**src/rtl/bdec_pkg.sv**
```systemverilog
package bdec_pkg;
  localparam int CPU_AW = 16;
  localparam logic [CPU_AW-1:0] RAM_BANK_LOC = 16'h0000;
  localparam logic [CPU_AW-1:0] ROM_BANK_LOC = 16'h0001;
  localparam int HIDE_W   = 3;
  localparam int HIDE_IO  = 0;
  localparam int HIDE_HI  = 1;
  localparam int HIDE_RLO = 2;

  typedef enum logic [1:0] {
    RGN_LOW,
    RGN_IO,
    RGN_HIRAM,
    RGN_ROM
  } region_e;
endpackage

```
**src/rtl/bdec_bank_regs.sv**
```systemverilog
module bdec_bank_regs
  import bdec_pkg::*;
#(
  parameter int DATA_W = 8
) (
  input  logic              clk,
  input  logic              rst,
  input  logic [CPU_AW-1:0] addr,
  input  logic [DATA_W-1:0] wdata,
  input  logic              we,
  output logic [DATA_W-1:0] ram_bank,
  output logic [DATA_W-1:0] rom_bank
);
  logic hit_ram, hit_rom;

  assign hit_ram = we && (addr == RAM_BANK_LOC);
  assign hit_rom = we && (addr == ROM_BANK_LOC);

  always_ff @(posedge clk) begin
    if (rst) begin
      ram_bank <= '0;
      rom_bank <= '0;
    end else begin
      if (hit_ram) ram_bank <= wdata;
      if (hit_rom) rom_bank <= wdata;
    end
  end

  assert_ram_load_R6: assert property (@(posedge clk) disable iff (rst)
    (we && addr == RAM_BANK_LOC) |=> (ram_bank == $past(wdata)));

  assert_rom_load_R7: assert property (@(posedge clk) disable iff (rst)
    (we && addr == ROM_BANK_LOC) |=> (rom_bank == $past(wdata)));

  assert_other_keep_R11: assert property (@(posedge clk) disable iff (rst)
    (!we || addr > ROM_BANK_LOC) |=> ($stable(ram_bank) && $stable(rom_bank)));

  assert_reset_clear_R10: assert property (@(posedge clk)
    rst |=> (ram_bank == '0 && rom_bank == '0));
endmodule

```
**src/rtl/bdec_region.sv**
```systemverilog
module bdec_region
  import bdec_pkg::*;
(
  input  logic              clk,
  input  logic              rst,
  input  logic [7:0]        addr_hi,
  input  logic [HIDE_W-1:0] hide,
  output region_e           region
);
  logic       upper;
  logic [1:0] quarter;
  logic       io_page;

  assign upper   = addr_hi[7];
  assign quarter = addr_hi[6:5];
  assign io_page = &addr_hi[4:0];

  always_comb begin
    region = RGN_LOW;
    if (upper) begin
      unique case (quarter)
        2'b00:   if (io_page && !hide[HIDE_IO]) region = RGN_IO;
        2'b01:   if (!hide[HIDE_HI])            region = RGN_HIRAM;
        2'b10:   if (!hide[HIDE_RLO])           region = RGN_ROM;
        default:                                region = RGN_ROM;
      endcase
    end
  end

  assert_vectors_rom_R9: assert property (@(posedge clk) disable iff (rst)
    (addr_hi[7:5] == 3'b111) |-> (region == RGN_ROM));

  assert_lower_half_low_R1: assert property (@(posedge clk) disable iff (rst)
    (!addr_hi[7]) |-> (region == RGN_LOW));

  assert_hidden_io_R8: assert property (@(posedge clk) disable iff (rst)
    (hide[HIDE_IO] && addr_hi == 8'h9F) |-> (region == RGN_LOW));
endmodule

```
**src/rtl/bdec_selects.sv**
```systemverilog
module bdec_selects
  import bdec_pkg::*;
#(
  parameter int CHIP_W = 2
) (
  input  logic                      clk,
  input  logic                      rst,
  input  region_e                   region,
  input  logic [CHIP_W-1:0]         chip,
  output logic                      lowram_cs_n,
  output logic                      io_cs_n,
  output logic [(1<<CHIP_W)-1:0]    hiram_cs_n,
  output logic                      rom_cs_n
);
  localparam int N_CHIPS = 1 << CHIP_W;

  assign lowram_cs_n = (region != RGN_LOW);
  assign io_cs_n     = (region != RGN_IO);
  assign rom_cs_n    = (region != RGN_ROM);

  for (genvar g = 0; g < N_CHIPS; g++) begin : g_chip
    assign hiram_cs_n[g] = !((region == RGN_HIRAM) && (chip == CHIP_W'(g)));
  end

  assert_one_select_R1: assert property (@(posedge clk) disable iff (rst)
    $countones({lowram_cs_n, io_cs_n, hiram_cs_n, rom_cs_n}) == N_CHIPS + 2);

  assert_chip_pick_R3: assert property (@(posedge clk) disable iff (rst)
    (region == RGN_HIRAM) |-> (hiram_cs_n[chip] == 1'b0));
endmodule

```
**src/rtl/bank_addr_decoder.sv**
```systemverilog
module bank_addr_decoder
  import bdec_pkg::*;
#(
  parameter int DATA_W     = 8,
  parameter int HI_OFS_W   = 13,
  parameter int ROM_OFS_W  = 14,
  parameter int RAM_PAGE_W = 6,
  parameter int CHIP_W     = 2,
  parameter int ROM_BANK_W = 5
) (
  input  logic                                clk,
  input  logic                                rst,
  input  logic [15:0]                         cpu_addr,
  input  logic [DATA_W-1:0]                   cpu_wdata,
  input  logic                                cpu_we,
  output logic                                lowram_cs_n,
  output logic                                io_cs_n,
  output logic [(1<<CHIP_W)-1:0]              hiram_cs_n,
  output logic                                rom_cs_n,
  output logic [RAM_PAGE_W+HI_OFS_W-1:0]      hiram_addr,
  output logic [ROM_BANK_W+ROM_OFS_W-1:0]     rom_addr
);
  localparam int HI_ADDR_W  = RAM_PAGE_W + HI_OFS_W;
  localparam int ROM_ADDR_W = ROM_BANK_W + ROM_OFS_W;

  logic [DATA_W-1:0] ram_bank, rom_bank;
  logic [HIDE_W-1:0] hide;
  region_e           region;

  bdec_bank_regs #(.DATA_W(DATA_W)) i_regs (
    .clk      (clk),
    .rst      (rst),
    .addr     (cpu_addr),
    .wdata    (cpu_wdata),
    .we       (cpu_we),
    .ram_bank (ram_bank),
    .rom_bank (rom_bank)
  );

  assign hide = rom_bank[DATA_W-1 -: HIDE_W];

  bdec_region i_region (
    .clk     (clk),
    .rst     (rst),
    .addr_hi (cpu_addr[15:8]),
    .hide    (hide),
    .region  (region)
  );

  bdec_selects #(.CHIP_W(CHIP_W)) i_sel (
    .clk         (clk),
    .rst         (rst),
    .region      (region),
    .chip        (ram_bank[DATA_W-1 -: CHIP_W]),
    .lowram_cs_n (lowram_cs_n),
    .io_cs_n     (io_cs_n),
    .hiram_cs_n  (hiram_cs_n),
    .rom_cs_n    (rom_cs_n)
  );

  assign hiram_addr = {ram_bank[RAM_PAGE_W-1:0], cpu_addr[HI_OFS_W-1:0]};
  assign rom_addr   = {rom_bank[ROM_BANK_W-1:0], cpu_addr[ROM_OFS_W-1:0]};

  assert_page_follows_write_R4: assert property (@(posedge clk) disable iff (rst)
    ($past(cpu_we && cpu_addr == RAM_BANK_LOC) && !(&hiram_cs_n))
      |-> (hiram_addr[HI_ADDR_W-1 -: RAM_PAGE_W] == $past(cpu_wdata[RAM_PAGE_W-1:0])));

  assert_rom_bank_follows_R5: assert property (@(posedge clk) disable iff (rst)
    ($past(cpu_we && cpu_addr == ROM_BANK_LOC) && !rom_cs_n)
      |-> (rom_addr[ROM_ADDR_W-1 -: ROM_BANK_W] == $past(cpu_wdata[ROM_BANK_W-1:0])));

  assert_latch_write_low_R6: assert property (@(posedge clk) disable iff (rst)
    (cpu_we && cpu_addr <= ROM_BANK_LOC) |-> !lowram_cs_n);
endmodule

```
**config.mk**
```make
export PLATFORM = sky130hd
export DESIGN_NAME = bank_addr_decoder
export DESIGN_NICKNAME = d
export VERILOG_FILES = /design/src/rtl/bdec_pkg.sv /design/src/rtl/bdec_bank_regs.sv /design/src/rtl/bdec_region.sv /design/src/rtl/bdec_selects.sv /design/src/rtl/bank_addr_decoder.sv
export SDC_FILE = /design/constraint.sdc
export NUM_CORES = 1
export LEC_CHECK = 0
export BUFFER_PORTS_ARGS = -buffer_cell sky130_fd_sc_hd__buf_2
export CAP_MARGIN = 20
export CORE_MARGIN = 2
export CORE_UTILIZATION = 37
export CTS_CLUSTER_SIZE = 8
export DETAILED_ROUTE_END_ITERATION = 10
export GPL_TIMING_DRIVEN = 1
export PLACE_DENSITY = 0.73
export SLEW_MARGIN = 20
export SYNTH_ARGS = -nofsm -noshare
export SYNTH_HDL_FRONTEND = slang
export SYNTH_SLANG_ARGS = --single-unit
```
**constraint.sdc**
```tcl
create_clock -name clk -period 1.1 [get_ports clk]
set_input_delay 0.165 -clock clk [delete_from_list [all_inputs] [get_ports clk]]
set_output_delay 0.165 -clock clk [all_outputs]
set_load 0.02 [all_outputs]
```
======== Word level (Yosys, flattened, before mapping) ========
Cells that the tools add are included.
word-level totals
  output and inout port bits .............. 45
  input port bits ......................... 27
  bits in registers ....................... 16
  word-level logic and storage cells ...... 33
cells by class
  reduce and logical (&&, ||, !) cells .... 17
  equality and inequality tests ........... 9
  multiplexer cells ....................... 5
operator list
  kind                                                                     number
  16-bit by 1-bit equality test with 1-bit output (second input constant)  1
  16-bit zero test                                                         1
  2-bit equality test (second input constant)                              4
  1-bit logical AND                                                        7
  2-bit two-way mux                                                        3
  2-bit case mux with 3 select lines                                       1
  1-bit zero test                                                          5
  5-bit AND reduction                                                      1
  2-bit by 1-bit equality test with 1-bit output (second input constant)   2
  2-bit zero test                                                          2
  2-bit by 1-bit != test with 1-bit output (second input constant)         1
  2-bit != test (second input constant)                                    1
  2-bit nonzero test                                                       1
  1-bit two-way mux                                                        1

======== Longest topological paths before layout ========
  word-level depth ........................ 8
  gate-level depth with buffers ........... 6
  mapped depth without buffers ............ 4

======== Modules after synthesis ========
A second synthesis with hierarchy kept.
unflattened totals
  cells, all modules ...................... 120
  area, all modules ....................... 984.7 µm²
modules (own cells, without submodules)
  module             cells each  seq. area each (µm²)  area each (µm²)  times used
  bdec_bank_regs     78          320.3                 670.6            1
  bank_addr_decoder  27          0.0                   202.7            1
  bdec_selects       7           0.0                   58.8             1
  bdec_region        8           0.0                   52.6             1

======== Least setup slack after synthesis ========
OpenSTA, ideal clock, no wires.
  kind .................................... input to output
  start ................................... in cpu_addr[13]
  end ..................................... out rom_cs_n
  buffers on the path ..................... 0
  stages .................................. 4
  arrival ................................. 1.098 ns
  slack ................................... -0.163 ns
  path through ............................ nand4b_1 o31ai_2 nand2_1 or3_1
between the ends
  longest elaborated chain between the ends .. 4
  elaborated cells on any way between the ends .. 6
  classes of those cells .................. eq/ne: 3; mux: 2; reduce/logical: 1
RTL lines
  item                                               line                     RTL
  from (decl)                                        bank_addr_decoder.sv:13  input logic [15:0] cpu_addr,
  2-bit equality test, or another cell as far along  bdec_region.sv:21        unique case (quarter)
  2-bit case mux with 3 select lines (*)             bdec_region.sv:21
  2-bit two-way mux (*)                              bdec_region.sv:20        if (upper) begin
  2-bit != test (*)                                  bdec_selects.sv:19       assign rom_cs_n = (region != RGN_ROM);
  to (decl)                                          bank_addr_decoder.sv:19  output logic rom_cs_n,
Mark *: on every way between the ends. The rest lies on a longest branch, timed or not.

======== Worst setup path in the final report ========
  start ................................... reg i_regs.rom_bank[5]
  end ..................................... out rom_cs_n
between the ends
  longest elaborated chain between the ends .. 6
RTL lines
  item                                line                  RTL
  from (decl)                         bdec_bank_regs.sv:12  output logic [DATA_W-1:0] rom_bank
  from (signal assigned)              bdec_bank_regs.sv:25  if (hit_rom) rom_bank <= wdata;
  1-bit zero test                     bdec_region.sv:22     2'b00: if (io_page && !hide[HIDE_IO]) region = RGN_IO;
  1-bit logical AND                   bdec_region.sv:22
  1-bit two-way mux                   bdec_region.sv:22
  2-bit case mux with 3 select lines  bdec_region.sv:21
  2-bit two-way mux                   bdec_region.sv:20
  2-bit != test                       bdec_selects.sv:19
No other way between the ends.

==> flow_metrics.tcl <==
set metrics [dict create \
    status "complete, but fails checks" \
    violations "setup timing" \
    report.final.slew_viol_count 0 \
    fp.coreArea_um2 2760 \
    finalPower_w 0.00129 \
    hpwl_mm 2.05 \
    dpl_worst_slack_ns -0.366 \
    hp-class "in -> reg" \
    drtPass1Iterations 4 \
    ys_seq_area_share_pct 29.8 \
    hold_start "cpu_wdata[5]" \
    syn_inst 129 \
    syn_area_um2 1080 \
    yosysUniqueCellTypes 24 \
    start_util_pct 39.0 \
    rows 19 \
    cts_buffer_depth 2 \
    grt_max_degree 17 \
    nNetsFinal 209 \
    h-tree-depth 1 \
    required_ns 0.94 \
    hold_violations 0 \
    fin_util_pct 52.9 \
    reg2reg_slack_ns 0.39 \
    slowest_stage "dfxtp_2" \
    via_per_inst 4.97 \
    die_w_um 57.9 \
    multiInputGateArea_um2 504 \
    cts_root_buffer "clkbuf_4" \
    max_slew_margin_pct 80.4 \
    worst_pin_slew_ns 0.293 \
    fin_skew_ns 0 \
    grt_pass1_wl_mm 4.05 \
    start_kind "register" \
    cts.sinks 16 \
    peakVddDrop_mv 0.683 \
    finalWorstSetupSlack_ns -0.488 \
    globalRouteTotalUtil_pct 15.2 \
    max_cap_violations 0 \
    io_pins 72 \
    crit_chain "o31ai_4 > nand2_1 > or3_4 > buf_6" \
    fin_crit_sh_pct 144 \
    rsz0062_at_grt "yes" \
    final_layout_size_suffix_gt1_share_pct 59.7 \
    wl_mm 2.58 \
    synthTopCellsByArea "dfxtp_1 (30%), buf_4 (23%), a21oi_1 (7.9%)" \
    antenna_found_initial 0 \
    setup-tns-final_ns -3.11 \
    power_leakage_nw 0.640 \
    die_area_um2 3360 \
    startpoint "i_regs.rom_bank[5]" \
    end_kind "output port" \
    synth_nets 156 \
    final_cell_mix "buf_2 (67), a21oi_1 (15), buf_4 (15)" \
    min_period_ns 1.59 \
    post_dp_cell_area_um2 1360 \
    grt_overflow 0 \
    ff_latch_area_um2 323 \
    gp_congestion 0.767 \
    criticalPathCategory "reg -> out" \
    fin_area_um2 1460 \
    drtIter0Drc 43 \
    pwr_density_cell_nw_per_um2 886 \
    cts_made_buffers 3 \
    n_fill_cell 267 \
    first_global_vias 977 \
    yosys.area.top_type_share_pct 29.8 \
    port_buffers 71 \
    setup_viol 7 \
    final_antenna_net_count 0 \
    worstPathArrival_ns 1.42 \
    final_common_cell "buf_2" \
    r2r_start "i_regs.ram_bank[6]" \
    synth_area_leader_cell "dfxtp_1" \
    die_h_um 57.9 \
    avgSynthCellArea_um2 8.34 \
    cts_tree "yes" \
    synth_seq_cells 16 \
    yosys_warnings 0 \
    crit_path_max_incr_delay_ns 0.34 \
    drc_errors 0 \
    insertion_delay_ns 0.27 \
    fmax_ghz 0.630 \
    wl_per_cell_um 12.2 \
    crit_fanout 2 \
    syn_to_final_growth_pct 35.7 \
    cts.clk_slew.worst_paths_ns 0.09 \
    num_vias 1054 \
    diodes 0 \
]
## kinds of logic (layout without fill, tap and decap cells)
family	count (synthesis)	count (layout)	synth area share [%]
and+or+nand+nor	34	34	20.2
DFF	16	16	29.8
AOI/OAI and AO/OA	36	36	18.0
buffers and inverters	43	95	32.0
## critical path: cells and delay by family, from the launching register on
| kind | cells | cell delay, ns |
|---|---|---|
| AOI/OAI and AO/OA | 1 | 0.20 |
| DFF | 1 | 0.34 |
| buffers and inverters | 1 | 0.14 |
| and+or+nand+nor | 2 | 0.46 |
## cells in the mapped netlist
master / number
nand4_1: 2
o31ai_2: 1
a211oi_1: 1
dfxtp_1: 16
nand3_1: 17
nor4_2: 3
inv_1: 3
clkdlybuf4s50_2: 1
nor4b_2: 1
nand4b_1: 1
and4_1: 1
a21oi_1: 17
buf_4: 33
o21ai_0: 16
buf_12: 1
nor2_1: 1
nand2b_1: 1
nand3b_1: 3
nand2_1: 3
buf_6: 2
or3_1: 1
clkbuf_8: 2
a2bb2oi_1: 1
clkbuf_1: 1
## worst paths after layout
| path | to | cells past startpoint |
|---|---|---|
| max | rom_cs_n | 4 |
| min | i_regs.ram_bank[5] | 3 |
| max reg2reg | i_regs.ram_bank[6] | 2 |
| min reg2reg | i_regs.ram_bank[0] | 2 |
## flip-flops by register name (all words and copies together), names as in the netlist
| signal | flops |
|---|---|
| i_regs.ram_bank | 8 |
| i_regs.rom_bank | 8 |
## cell type report
type,count,share of cell area [%]
Clock buffer,4,2.49
Inverter,3,0.771
Multi-Input combinational cell,70,34.5
Sequential cell,16,22.1
Tap cell,31,2.66
Timing Repair Buffer,88,37.4
## through the flow
stage	std cells	hold WS, ns
2_1_floorplan	129	0.293
3_3_place_gp	207	0.426
3_5_place_dp	207	0.435
4_1_cts	211	0.126
5_1_grt	212	0.134
6_report	212	0.135
## metal layers
layer | vias to the layer above | track usage (%) | share of wire [%]
met2 | 51 | 29.1 | 51
met5 | - | 0 | 0
met1 | 475 | 17.3 | 40
met4 | 0 | 5.32 | 0.31
li1 | 526 | - | -
met3 | 2 | 1.56 | 8.4
## timing repair
item | CTS | global route
setup buffers | 0 | 0
hold buffers | 0 | 0
gates cloned | 0 | 1
pin swaps | 4 | 7
endpoints found under the hold margin | 0 | 0
endpoints found under the setup margin | 7 | 23
resized for setup | 6 | 5
## power by group
group / switching (W) / internal [W] / leakage, nW
combinational: 0.000201 / 0.000139 / 0.489
sequential: 0.00000000287 / 0.000579 / 0.130
clock: 0.000173 / 0.000201 / 0.0210
total: 0.000374 / 0.000919 / 0.640
Power figures use the tool's default switching activity.
